### config.mk
export PLATFORM = sky130hd
export DESIGN_NAME = edge_mask_unit
export DESIGN_NICKNAME = d
export VERILOG_FILES = /design/src/rtl/edge_mask_pkg.sv /design/src/rtl/edge_lane_masks.sv /design/src/rtl/edge_cc_calc.sv /design/src/rtl/edge_mask_unit.sv
export SDC_FILE = /design/constraint.sdc
export NUM_CORES = 1
export LEC_CHECK = 0
export ABC_AREA = 1
export BUFFER_PORTS_ARGS = -buffer_cell sky130_fd_sc_hd__buf_4
export CORE_ASPECT_RATIO = 1.75
export CORE_MARGIN = 5
export CORE_UTILIZATION = 50
export CTS_CLUSTER_DIAMETER = 50
export DETAILED_ROUTE_END_ITERATION = 8
export PLACE_DENSITY = 0.75
export SLEW_MARGIN = 20
export SYNTH_ARGS = -nofsm -noshare
export SYNTH_HDL_FRONTEND = slang
export SYNTH_SLANG_ARGS = --single-unit
### constraint.sdc
create_clock -name clk -period 3.8 [get_ports clk]
set_input_delay 0.57 -clock clk [delete_from_list [all_inputs] [get_ports clk]]
set_output_delay 0.57 -clock clk [all_outputs]
set_load 0.005 [all_outputs]
### src/rtl/edge_mask_pkg.sv
package edge_mask_pkg;

    localparam int OPC_W     = 9;
    localparam int BLK_BYTES = 8;
    localparam int OFF_W     = $clog2(BLK_BYTES);
    localparam int MASK_W    = BLK_BYTES;
    localparam int N_SIZES   = OFF_W;
    localparam logic [OPC_W-1:0] LAST_CODE = OPC_W'(11);

    typedef enum logic [1:0] {
        ESZ_BYTE = 2'd0,
        ESZ_HALF = 2'd1,
        ESZ_WORD = 2'd2,
        ESZ_NONE = 2'd3
    } esize_e;

    typedef struct packed {
        logic   legal;
        esize_e size;
        logic   little;
        logic   no_flags;
    } op_dec_t;

    typedef struct packed {
        logic n;
        logic z;
        logic v;
        logic c;
    } ccode_t;

    function automatic op_dec_t decode_op(input logic [OPC_W-1:0] op);
        op_dec_t d;
        d.legal    = (op <= LAST_CODE);
        d.size     = esize_e'(op[3:2]);
        d.little   = op[1];
        d.no_flags = op[0];
        return d;
    endfunction

endpackage

### src/rtl/edge_lane_masks.sv
module edge_lane_masks
    import edge_mask_pkg::*;
#(
    parameter int LANES = 8
) (
    input  logic [OFF_W-1:0]  off_a,
    input  logic [OFF_W-1:0]  off_b,
    input  logic              little,
    output logic [MASK_W-1:0] left_m,
    output logic [MASK_W-1:0] right_m
);
    localparam int SHIFT = $clog2(MASK_W / LANES);
    localparam int IDX_W = OFF_W - SHIFT;
    localparam logic [LANES-1:0] FULL = '1;
    localparam logic [IDX_W-1:0] TOP  = IDX_W'(LANES - 1);

    logic [IDX_W-1:0] idx_a, idx_b;
    logic [LANES-1:0] l_be, r_be, l_mir, r_mir, l_sel, r_sel;

    assign idx_a = off_a[OFF_W-1:SHIFT];
    assign idx_b = off_b[OFF_W-1:SHIFT];

    // big-endian: lane of lowest address sits in the top bit
    assign l_be = FULL >> idx_a;
    assign r_be = FULL << (TOP - idx_b);

    always_comb begin
        for (int i = 0; i < LANES; i++) begin
            l_mir[i] = l_be[LANES-1-i];
            r_mir[i] = r_be[LANES-1-i];
        end
    end

    assign l_sel   = little ? l_mir : l_be;
    assign r_sel   = little ? r_mir : r_be;
    assign left_m  = MASK_W'(l_sel);
    assign right_m = MASK_W'(r_sel);

endmodule

### src/rtl/edge_cc_calc.sv
module edge_cc_calc
    import edge_mask_pkg::*;
#(
    parameter int W = 64
) (
    input  logic [W-1:0] a,
    input  logic [W-1:0] b,
    output ccode_t       cc
);
    logic [W:0] ext;

    always_comb begin
        ext  = {1'b0, a} - {1'b0, b};
        cc.n = ext[W-1];
        cc.z = (ext[W-1:0] == '0);
        cc.v = (a[W-1] ^ b[W-1]) & (ext[W-1] ^ a[W-1]);
        cc.c = ext[W];
    end

endmodule

### src/rtl/edge_mask_unit.sv
module edge_mask_unit
    import edge_mask_pkg::*;
#(
    parameter int ADDR_W   = 64,
    parameter int NARROW_W = 32
) (
    input  logic              clk,
    input  logic              rst,
    input  logic              start_i,
    input  logic [OPC_W-1:0]  opcode_i,
    input  logic [ADDR_W-1:0] addr_a_i,
    input  logic [ADDR_W-1:0] addr_b_i,
    input  logic              addr32_i,
    output logic              done_o,
    output logic              bad_op_o,
    output logic              cc_we_o,
    output logic [MASK_W-1:0] lane_mask_o,
    output logic [3:0]        cc32_o,
    output logic [3:0]        cc64_o
);
    localparam int HI_W = ADDR_W - NARROW_W;

    op_dec_t           dec;
    logic [ADDR_W-1:0] eff_a, eff_b;
    logic              same_blk;
    logic [MASK_W-1:0] left_arr  [N_SIZES];
    logic [MASK_W-1:0] right_arr [N_SIZES];
    logic [MASK_W-1:0] left_sel, right_sel, mask_n;
    ccode_t            cc_lo_n, cc_hi_n;

    logic              done_q, bad_q, we_q;
    logic [MASK_W-1:0] mask_q;
    ccode_t            cc_lo_q, cc_hi_q;

    assign dec = decode_op(opcode_i);

    // narrow mode clears the upper address half for the mask path only
    assign eff_a = addr32_i ? {{HI_W{1'b0}}, addr_a_i[NARROW_W-1:0]} : addr_a_i;
    assign eff_b = addr32_i ? {{HI_W{1'b0}}, addr_b_i[NARROW_W-1:0]} : addr_b_i;
    assign same_blk = (eff_a[ADDR_W-1:OFF_W] == eff_b[ADDR_W-1:OFF_W]);

    for (genvar g = 0; g < N_SIZES; g++) begin : g_size
        edge_lane_masks #(.LANES(MASK_W >> g)) u_lanes (
            .off_a   (eff_a[OFF_W-1:0]),
            .off_b   (eff_b[OFF_W-1:0]),
            .little  (dec.little),
            .left_m  (left_arr[g]),
            .right_m (right_arr[g])
        );
    end

    always_comb begin
        left_sel  = left_arr[0];
        right_sel = right_arr[0];
        for (int s = 1; s < N_SIZES; s++) begin
            if (int'(dec.size) == s) begin
                left_sel  = left_arr[s];
                right_sel = right_arr[s];
            end
        end
        mask_n = same_blk ? (left_sel & right_sel) : left_sel;
    end

    edge_cc_calc #(.W(NARROW_W)) u_cc_lo (
        .a  (addr_a_i[NARROW_W-1:0]),
        .b  (addr_b_i[NARROW_W-1:0]),
        .cc (cc_lo_n)
    );

    edge_cc_calc #(.W(ADDR_W)) u_cc_hi (
        .a  (addr_a_i),
        .b  (addr_b_i),
        .cc (cc_hi_n)
    );

    always_ff @(posedge clk) begin
        if (rst) begin
            done_q  <= 1'b0;
            bad_q   <= 1'b0;
            we_q    <= 1'b0;
            mask_q  <= '0;
            cc_lo_q <= '0;
            cc_hi_q <= '0;
        end else begin
            done_q <= start_i;
            bad_q  <= start_i & ~dec.legal;
            we_q   <= start_i & dec.legal & ~dec.no_flags;
            if (start_i && dec.legal) begin
                mask_q <= mask_n;
                if (!dec.no_flags) begin
                    cc_lo_q <= cc_lo_n;
                    cc_hi_q <= cc_hi_n;
                end
            end
        end
    end

    assign done_o      = done_q;
    assign bad_op_o    = bad_q;
    assign cc_we_o     = we_q;
    assign lane_mask_o = mask_q;
    assign cc32_o      = cc_lo_q;
    assign cc64_o      = cc_hi_q;

    // ---------------- assertions ----------------
    p_done_after_start_r1: assert property (@(posedge clk) disable iff (rst)
        start_i |=> done_o);

    p_no_spurious_done_r1: assert property (@(posedge clk) disable iff (rst)
        !start_i |=> !done_o);

    p_we_for_flag_codes_r2: assert property (@(posedge clk) disable iff (rst)
        start_i && (opcode_i <= LAST_CODE) && !opcode_i[0] |=> cc_we_o);

    p_flags_kept_r10: assert property (@(posedge clk) disable iff (rst)
        start_i && (opcode_i <= LAST_CODE) && opcode_i[0]
        |=> !cc_we_o && $stable(cc32_o) && $stable(cc64_o));

    p_bad_code_holds_r11: assert property (@(posedge clk) disable iff (rst)
        start_i && (opcode_i > LAST_CODE)
        |=> bad_op_o && !cc_we_o && $stable(lane_mask_o) && $stable(cc64_o));

    p_half_upper_zero_r12: assert property (@(posedge clk) disable iff (rst)
        start_i && (opcode_i <= LAST_CODE) && (opcode_i[3:2] == 2'd1)
        |=> lane_mask_o[MASK_W-1:MASK_W/2] == '0);

    p_word_upper_zero_r12: assert property (@(posedge clk) disable iff (rst)
        start_i && (opcode_i <= LAST_CODE) && (opcode_i[3:2] == 2'd2)
        |=> lane_mask_o[MASK_W-1:MASK_W/4] == '0);

    p_zero_no_borrow_r9: assert property (@(posedge clk) disable iff (rst)
        cc_we_o && cc64_o[2] |-> !cc64_o[0] && !cc64_o[1] && !cc64_o[3]);

    p_bad_implies_done_r11: assert property (@(posedge clk) disable iff (rst)
        bad_op_o |-> done_o && !cc_we_o);

endmodule

; Yosys cells after proc, flatten, opt, wreduce, memory -nomap -nowiden
; Cells that the tools add are included.
[word_totals]
memories = 0
ramBits = 0
rom_bits = 0
out_inout_bits = 19
register_bits = 19
latch_bits = 0
in_bits = 141
elab_cells = 56
[op_classes]
addsub = 5
n_lt_le_gt_ge = 1
n_mux = 13
eq_ne = 3
div = 0
bitwise = 12
reduce_logical = 4
n_shift = 6
mul = 0
[op_table]
columns = op, count
row1 = 2-to-1 mux 64 bit, 2
row2 = subtractor 64 x 64 -> 65 bit, 1
row3 = zero test 64 bit, 1
row4 = equality test 61 bit, 1
row5 = 2-to-1 mux 8 bit, 7
row6 = subtractor 32 x 32 -> 33 bit, 1
row7 = zero test 32 bit, 1
row8 = less-or-equal comparator 9 x 4 -> 1 bit (second input constant), 1
row9 = AND 8 bit, 1
row10 = 2-to-1 mux 4 bit, 2
row11 = << shifter 8 x 3 -> 8 bit (first input constant), 1
row12 = >> shifter 8 x 3 -> 8 bit (first input constant), 1
row13 = AND 1 bit, 5
row14 = equality test 2 bit (second input constant), 2
row15 = 2-to-1 mux 2 bit, 2
row16 = << shifter 4 x 2 -> 4 bit (first input constant), 1
row17 = >> shifter 4 x 2 -> 4 bit (first input constant), 1
row18 = bitwise XOR 1 bit, 4
row19 = subtractor 3 bit (first input constant), 1
row20 = NOT 1 bit, 2
row21 = AND reduction 2 bit, 1
row22 = << shifter 2 x 1 -> 2 bit (first input constant), 1
row23 = >> shifter 2 x 1 -> 2 bit (first input constant), 1
row24 = subtractor 2 bit (first input constant), 1
row25 = 2 further kinds, 2

; Depth between registers and ports, before layout
; Gate-level depths: netlist (run 1).
[depth]
depth_word = 8
ltp_mapped = 22
mapped_depth_nobuf = 22

; Hierarchy
; From an unflattened synthesis (run 1), not the netlist that was laid out.
[hier_totals]
hier_cells = 2383
hier_area_um2 = 11626.2
[modules_own_cells]
columns = mod, instances, area_per_inst_um2, seq_area_each_um2, cells_per_inst
row1 = edge_cc_calc at u_cc_hi, 1, 6119.6, 0.0, 1311
row2 = edge_cc_calc at u_cc_lo, 1, 2817.7, 0.0, 614
row3 = edge_mask_unit, 1, 2252.2, 380.4, 370
row4 = edge_lane_masks at g_size[0].u_lanes, 1, 196.4, 0.0, 45
row5 = edge_lane_masks at g_size[1].u_lanes, 1, 123.9, 0.0, 24
row6 = edge_lane_masks at g_size[2].u_lanes, 1, 116.4, 0.0, 19

; Worst setup path before layout (run 1)
; Ideal clock, no wire load.
[synth_path]
kind = input port to flip-flop
start = input addr_a_i[0]
end = register cc_hi_q (netlist bit cc64_o[2])
path_slack_ns = 1.157
setup_ns = 0.067
arrival_ns = 2.575
t_required_ns = 3.733
n_path_buf = 0
path_stages = 22
path_cell_list = inv_1 ha_1 fa_1 inv_1 nand3_1 nand2_1 nand2_1 nand2_2 nand2_2 nand2_4 nand2_2 nand2_2 nand2_1 nand2_1 nand2_1 nor2_1 nand3_1 nor2_1 nand2_1 nor2_1 nand2_1 a21oi_2
[synth_via]
elab_chain_len = 2
[synth_rtl]
columns = element, line
row1 = "start, declared", edge_mask_unit.sv:11  ; input logic [ADDR_W-1:0] addr_a_i,
row2 = subtractor 64 x 64 -> 65 bit, edge_cc_calc.sv:13  ; ext = {1'b0, a} - {1'b0, b};
row3 = zero test 64 bit, edge_cc_calc.sv:15  ; cc.z = (ext[W-1:0] == '0);
row4 = "end signal, assigned", edge_mask_unit.sv:92  ; cc_hi_q <= cc_hi_n;
row5 = "end, declared", edge_mask_unit.sv:33  ; ccode_t cc_lo_q, cc_hi_q;
; Every way passes these cells.
; A chain may end at the register's enable or synchronous reset.

; Worst setup path after layout (run 1)
; Ends and elaborated chain as after synthesis.

==> metrics.csv, run 1 <==
stage;metric;value;unit
status;outcome;finished, final reports clean;
setup_path;crit_path_start_kind;primary input;
synthesis;avgSynthCellArea;4.916;µm²
synthesis;syn_inst;1740;
timing;tightest_slew;671.2;ps
setup_path;timing.rr.end;cc64_o[3]$_SDFFE_PP0P_;
power;p_total;1.800;mW
finish;drive_gt1_share;12.74;%
setup_path;required;3990;ps
timing;finalSetupTns;0;ps
routing;drc;0;
timing;min_period;3343;ps
grt;grt_pass1_wl;57.33;mm
timing;maxSlewViolCount;0;
setup_path;crit_path_max_fanout;5;
cts;htreeDepth;1;
grt;grt_pass1_vias;11440;
synthesis;yosysTopAreaCell;nand2_1;
power;power.switching;0.9832;mW
synthesis;ys_seq_area_share;4.446;%
timing;finalHoldViolations;0;
cts;cts_root_buf;clkbuf_16;
setup_path;worstPathArrival;3530;ps
timing;relSlewSlack;54.84;%
place;gp_congestion;1.038;
finish;num-nets-final;2106;
synthesis;synth_nets;1946;
power;p_int;0.8164;mW
setup_path;worstSetupEndpointType;flip-flop;
timing;fin_skew;0;ps
die;start_util;50.71;%
cts;clock_path_buffers;2;
worst_hold_path;min_path_type;flip-flop to flip-flop;
setup_path;ff2ff_setup_slack;3050;ps
finish;final_cell_mix;598 x nand2_1, 405 x inv_1, 166 x buf_4;
synthesis;ys.flop_type;dfxtp_1;
routing;drt-wirelength-per-cell;17.47;µm
routing;wl;37.14;mm
cts;tritoncts;yes;
worst_hold_path;hold_depth;2;
setup_path;reg2reg_depth;3;
timing;rsz0062_at_grt;no;
cts;cts_hold_buf;0;
power;power.density;178.0;nW/µm²
synthesis;ys_async_sr_fraction;0;%
setup_path;crit_type;primary input to flip-flop;
place;hpwl;33.11;mm
worst_hold_path;min_from;cc64_o[0]$_SDFFE_PP0P_;
finish;nFillCells;1883;
die;dieArea;19930;µm²
power;sw_frac_of_total;54.63;%
flow_run;drv_cap;0;
cts;cts_setup_buffers;0;
worst_hold_path;min_to;cc64_o[0]$_SDFFE_PP0P_;
routing;routed_via_density;5.321;
synthesis;ys_types;44;
place;numPortBuffers;159;
cts;cts_resized;0;
synthesis;syn_area;8554;µm²
synthesis;synth.top_cell.area_share;26.24;%
grt;grt_max_degree;21;
setup_path;rr_startpoint;cc64_o[3]$_SDFFE_PP0P_;
die;core-area;16870;µm²
grt;track_usage;37.21;%
cts;cts_buffers;3;
synthesis;ys_warn_count;0;
grt;grt.overflow.total;0;
die;fp-row-count;63;
cts;cts.sinks;19;
power;clkPwrFrac;11.9;%
synthesis;synth_edf_count;0;
power;pwr-share-comb;76.8;%
die;die_h;183.0;µm
timing;fmax;299.1;MHz
synthesis;ys_ff_latch;19;
routing;firstDrtPassIters;6;
cts;clkTransAtPathRegs;50;ps
routing;ant_nets;0;
routing;vias;11310;
finish;multi_input_area;6566;µm²
routing;drtIter0Drc;643;
power;leakagePower;6.158;nW
synthesis;synth_area_leaders;nand2_1 26%, inv_1 18%, ha_1 9.4%;
timing;period_share;87.98;%
die;io_pins;160;
cts;clk_latency;250;ps
finish;seq_area;380.4;µm²
die;die_w;108.9;µm
grt;antenna_found_initial;0;
finish;area_growth;18.18;%
finish;layout_commonest_cell;nand2_1;
power;irDropWorstVdd;0.0001320;V
finish;diodes;0;
power;p_seq_share;11.2;%
timing;finalSetupViolCount;0;
[area by class of cell]
type                            instances  share of cell area [%]
Multi-Input combinational cell       1296                   64.95
Tap cell                              227                   2.809
Inverter                              414                   15.37
Clock buffer                            4                  0.7797
Sequential cell                        19                   3.762
Timing Repair Buffer                  166                   12.33
[per-layer routing]
metal	part of all wire [%]	up-vias	global-route usage, %	wire length, µm
li1	-	5705	-	-
met1	32	4957	32.78	11860
met2	51	451	68.46	19000
met3	4.7	199	4.438	1730
met4	12	0	37.87	4547
met5	0	-	0	0
[stage by stage]
stage / instances / setup slack, ps / hold slack [ps] / instance area (µm²) / util [%]
floorplan: 1740 / 1157 / 455.7 / 8554 / -
global placement: 2122 / 287.7 / 454.4 / 10030 / 59.46
detailed placement: 2122 / 355.0 / 462.9 / 10030 / 59.46
CTS: 2126 / 602.6 / 471.2 / 10110 / 59.93
global route: 2126 / 351.6 / 495.9 / 10110 / 59.93
finish: 2126 / 456.6 / 468.2 / 10110 / 59.93
[cell usage after synthesis (all sizes together) (5+ instances only)]
cell type    n
clkbuf       5
buf          6
a21oi       89
nand2      626
nor3        25
o22ai        9
nor2       172
nor4        16
nand3      135
nand4       37
nand3b      24
o21bai      13
o21ai       30
xor2        29
ha          64
inv        413
dfxtp       19
[registers in the layout (all words and copies together) (netlist names)]
signal       flops
cc64_o           4
lane_mask_o      8
bad_op_o         1
cc32_o           4
cc_we_o          1
done_o           1
[power by group through the flow]
| stage | clock network, mW | logic (mW) | registers [mW] |
|---|---|---|---|
| finish | 0.215 | 1.38 | 0.202 |
| global route | 0.228 | 1.52 | 0.202 |
| CTS | 0.217 | 1.35 | 0.202 |
| detailed placement | 0 | 1.35 | 0.206 |
| global placement | 0 | 1.34 | 0.206 |
| floorplan | 0 | 0.844 | 0.207 |
[worst max-delay path by stage]
stage	start	to	slack, ps
after floorplan	addr_a_i[0]	cc64_o[2]$_SDFFE_PP0P_	1160
after global placement	addr_a_i[0]	cc64_o[2]$_SDFFE_PP0P_	290
after detailed placement	addr_a_i[0]	cc64_o[2]$_SDFFE_PP0P_	360
after CTS	addr_a_i[0]	cc64_o[2]$_SDFFE_PP0P_	600
after global routing	addr_a_i[0]	cc64_o[2]$_SDFFE_PP0P_	350
final	addr_a_i[0]	cc64_o[2]$_SDFFE_PP0P_	460
[worst max-delay path, cell delays in order]
cell	delay [ps]
buf_4	90
inv_1	90
ha_1	270
fa_1	440
inv_1	130
nand3_1	90
nand2_1	190
nand2_1	110
nand3_1	90
nand4_1	100
nor2_1	340
nand2_1	90
nor2_1	130
nand3b_1	120
nor2_1	120
nand3_1	220
nor2_1	170
nand2_1	80
a21oi_2	100
[cell families after synthesis]
kind of cell / Yosys count / share of synthesized area, %
DFF: 19 / 4.446
AOI/OAI and AO/OA: 157 / 10.44
buffers and inverters: 425 / 18.79
xor gates and xnor gates: 32 / 3.276
adders and majority gates: 65 / 9.595
and+or+nand+nor: 1042 / 53.44
(Power assumes the default switching activity.)
==> run 2: changes to the inputs <==
==> constraint.sdc (replaced) <==
create_clock -name clk -period 3.8 [get_ports clk]
set_input_delay 0.76 -clock clk [delete_from_list [all_inputs] [get_ports clk]]
set_output_delay 0.76 -clock clk [all_outputs]
set_load 0.005 [all_outputs]
==> run 2 against run 1 <==
Effect of this change: via count up 0.68%; highest routed layer unchanged; critical path type unchanged; sequential share of layout area about the same; clock skew unchanged; utilization up 0.27 points; first-iteration DRC count up 6.5%; die area unchanged; fmax down 8.3%; worst setup slack worse by 300 ps; worst hold slack better by 2.1 ps; largest cell class unchanged; non-clock buffer count up 6; sequential power about the same; sequential cell count unchanged.
==> metrics.csv, run 2 (synthesized netlist as in run 1, its figures left out) <==
stage;metric;value;unit;change
status;outcome;finished, final reports clean;;
setup_path;endpoint;cc64_o[2]$_SDFFE_PP0P_;;
cts;clock_path_buffers;2;;unchanged
power;pwr-share-comb;76.7;%;about the same
finish;finish.instance_area;10150;µm²;+0.45%
power;p_total;1.819;mW;+1.1%
setup_path;timing.rr.end;cc64_o[3]$_SDFFE_PP0P_;;
routing;wl;37.69;mm;+1.5%
timing;worst_slack;154.7;ps;-301.9 ps
place;place_ws;177.2;ps;-177.9 ps
setup_path;crit_path_start_kind;primary input;;
timing;finalSetupViolCount;0;;unchanged
timing;rsz0062_at_grt;no;;
timing;relSlewSlack;45.32;%;-9.5 points
finish;layout_commonest_cell;nand2_1;;
die;start_util;50.71;%;unchanged
flow_run;drv_cap;0;;unchanged
cts;tritoncts;yes;;
finish;drive_gt1_share;13.02;%;+0.27 points
die;die_h;183.0;µm;unchanged
setup_path;worstSetupEndpointType;flip-flop;;
routing;ant_nets;0;;unchanged
power;leakagePower;6.189;nW;+0.49%
setup_path;crit_path_max_fanout;5;;unchanged
cts;cts_setup_buffers;0;;unchanged
finish;largest_register_ff_count;8;;unchanged
place;hpwl;33.34;mm;+0.71%
routing;firstDrtPassIters;5;;-1
power;clkPwrFrac;12.2;%;+0.3 points
timing;period_share;95.93;%;+7.9 points
timing;maxSlewViolCount;0;;unchanged
routing;drt-wirelength-per-cell;17.68;µm;+1.2%
grt;grt_pass1_wl;55.82;mm;-2.6%
cts;cts.sinks;19;;unchanged
timing;min_period;3645;ps;+301.9 ps
die;core-area;16870;µm²;unchanged
cts;htreeDepth;1;;unchanged
die;dieArea;19930;µm²;unchanged
grt;grt.overflow.total;0;;unchanged
setup_path;startpoint;addr_a_i[0];;
place;dp_cells;2128;;+0.28%
setup_path;crit_type;primary input to flip-flop;;
grt;antenna_found_initial;0;;unchanged
cts;cts_buffers;3;;unchanged
power;power.switching;0.9962;mW;+1.3%
cts;cts_resized;0;;unchanged
routing;routed_via_density;5.342;;+0.40%
cts;cts_root_buf;clkbuf_16;;
die;die_w;108.9;µm;unchanged
setup_path;cpPeakStageDelay;430;ps;about the same
power;p_seq_share;11.1;%;about the same
finish;instances_no_fill;2132;;+0.28%
timing;fin_skew;0;ps;unchanged
grt;grt_max_degree;23;;+9.5%
timing;fmax;274.3;MHz;-8.3%
finish;final_cell_mix;598 x nand2_1, 405 x inv_1, 172 x buf_4;;
timing;tightest_slew;812.7;ps;+141.5 ps
place;gp_congestion;1.038;;about the same
setup_path;rr_startpoint;cc64_o[3]$_SDFFE_PP0P_;;
setup_path;crit_chain;buf_4, inv_1, ha_1, fa_1, inv_1, nand3_1, nand2_1, nand2_1, nand3_1, nand4_1, nor2_1, nand2_1, nor2_1, nand3b_1, nor2_1, nand3_1, nor2_1, nand2_1, a21oi_2;;
cts;clkTransAtPathRegs;60;ps;about the same
die;io_pins;160;;unchanged
worst_hold_path;min_path_type;flip-flop to flip-flop;;
worst_hold_path;min_from;lane_mask_o[5]$_SDFFE_PP0P_;;
place;numPortBuffers;159;;unchanged
setup_path;worst_path_max_delay_cell;fa_1;;
setup_path;required;4000;ps;about the same
routing;drtIter0Drc;685;;+6.5%
finish;nFillCells;1902;;+1.0%
power;p_int;0.8225;mW;+0.75%
setup_path;reg2reg_depth;3;;unchanged
setup_path;worstPathArrival;3840;ps;+310 ps
routing;vias;11390;;+0.68%
setup_path;ff2ff_setup_slack;3020;ps;-30 ps
finish;area_growth;18.71;%;
grt;grt_pass1_vias;11110;;-2.9%
grt;track_usage;36.46;%;-0.74 points
finish;diodes;0;;unchanged
finish;num-nets-final;2112;;+0.28%
cts;clk_latency;250;ps;about the same
routing;drc;0;;unchanged
die;fp-row-count;63;;unchanged
cts;cts_hold_buf;0;;unchanged
power;sw_frac_of_total;54.78;%;+0.14 points
timing;finalHoldViolations;0;;unchanged
power;irDropWorstVdd;0.0001432;V;+8.5%
place;placed_area;10080;µm²;+0.45%
power;power.density;179.1;nW/µm²;+0.61%
timing;finalSetupTns;0;ps;unchanged
run 2: layout make-up:
cell class	count	area (µm²)	share of cell area [%]
clock buffers	4	78.83	0.7762
inverters	414	1554	15.30
multi-input cells	1296	6566	64.66
flip-flops and latches	19	380.4	3.746
well taps	227	284.0	2.797
repair buffers	172	1291	12.72
run 2: power by group through the flow:
stage | clock [mW] | combinational, mW | sequential, mW
finish | 0.222 | 1.39 | 0.202
CTS | 0.222 | 1.36 | 0.202
floorplan | 0 | 0.844 | 0.207
global route | 0.228 | 1.51 | 0.202
global placement | 0 | 1.35 | 0.206
detailed placement | 0 | 1.35 | 0.206
run 2: worst min-delay path by stage:
stage	end	slack [ps]	cells past startpoint
floorplan	lane_mask_o[3]$_SDFFE_PP0P_	460	2
global placement	cc64_o[1]$_SDFFE_PP0P_	450	2
detailed placement	lane_mask_o[3]$_SDFFE_PP0P_	460	2
CTS	lane_mask_o[2]$_SDFFE_PP0P_	470	2
global route	lane_mask_o[5]$_SDFFE_PP0P_	490	2
finish	lane_mask_o[5]$_SDFFE_PP0P_	470	2
run 2: worst max-delay path, delay by kind of cell:
kind            cells  cell delay (ps)
compound gates      1              110
fa+ha+maj           2              680
buf+inv             3              280
simple gates       13             1990
run 2: metrics by stage:
stage                     utilization [%]  hold slack, ps
after floorplan                         -           455.7
after global placement              59.73           454.8
after detailed placement            59.73           460.4
after CTS                           60.20           471.6
after global routing                60.20           488.6
final                               60.20           470.3
run 2: per-layer routing:
metal	vias to the layer above	global-route usage, %	share of wire [%]
li1	5717	-	-
met1	5013	30.90	32
met2	452	67.82	51
met3	207	3.910	4.3
met4	0	39.13	13
met5	-	0	0
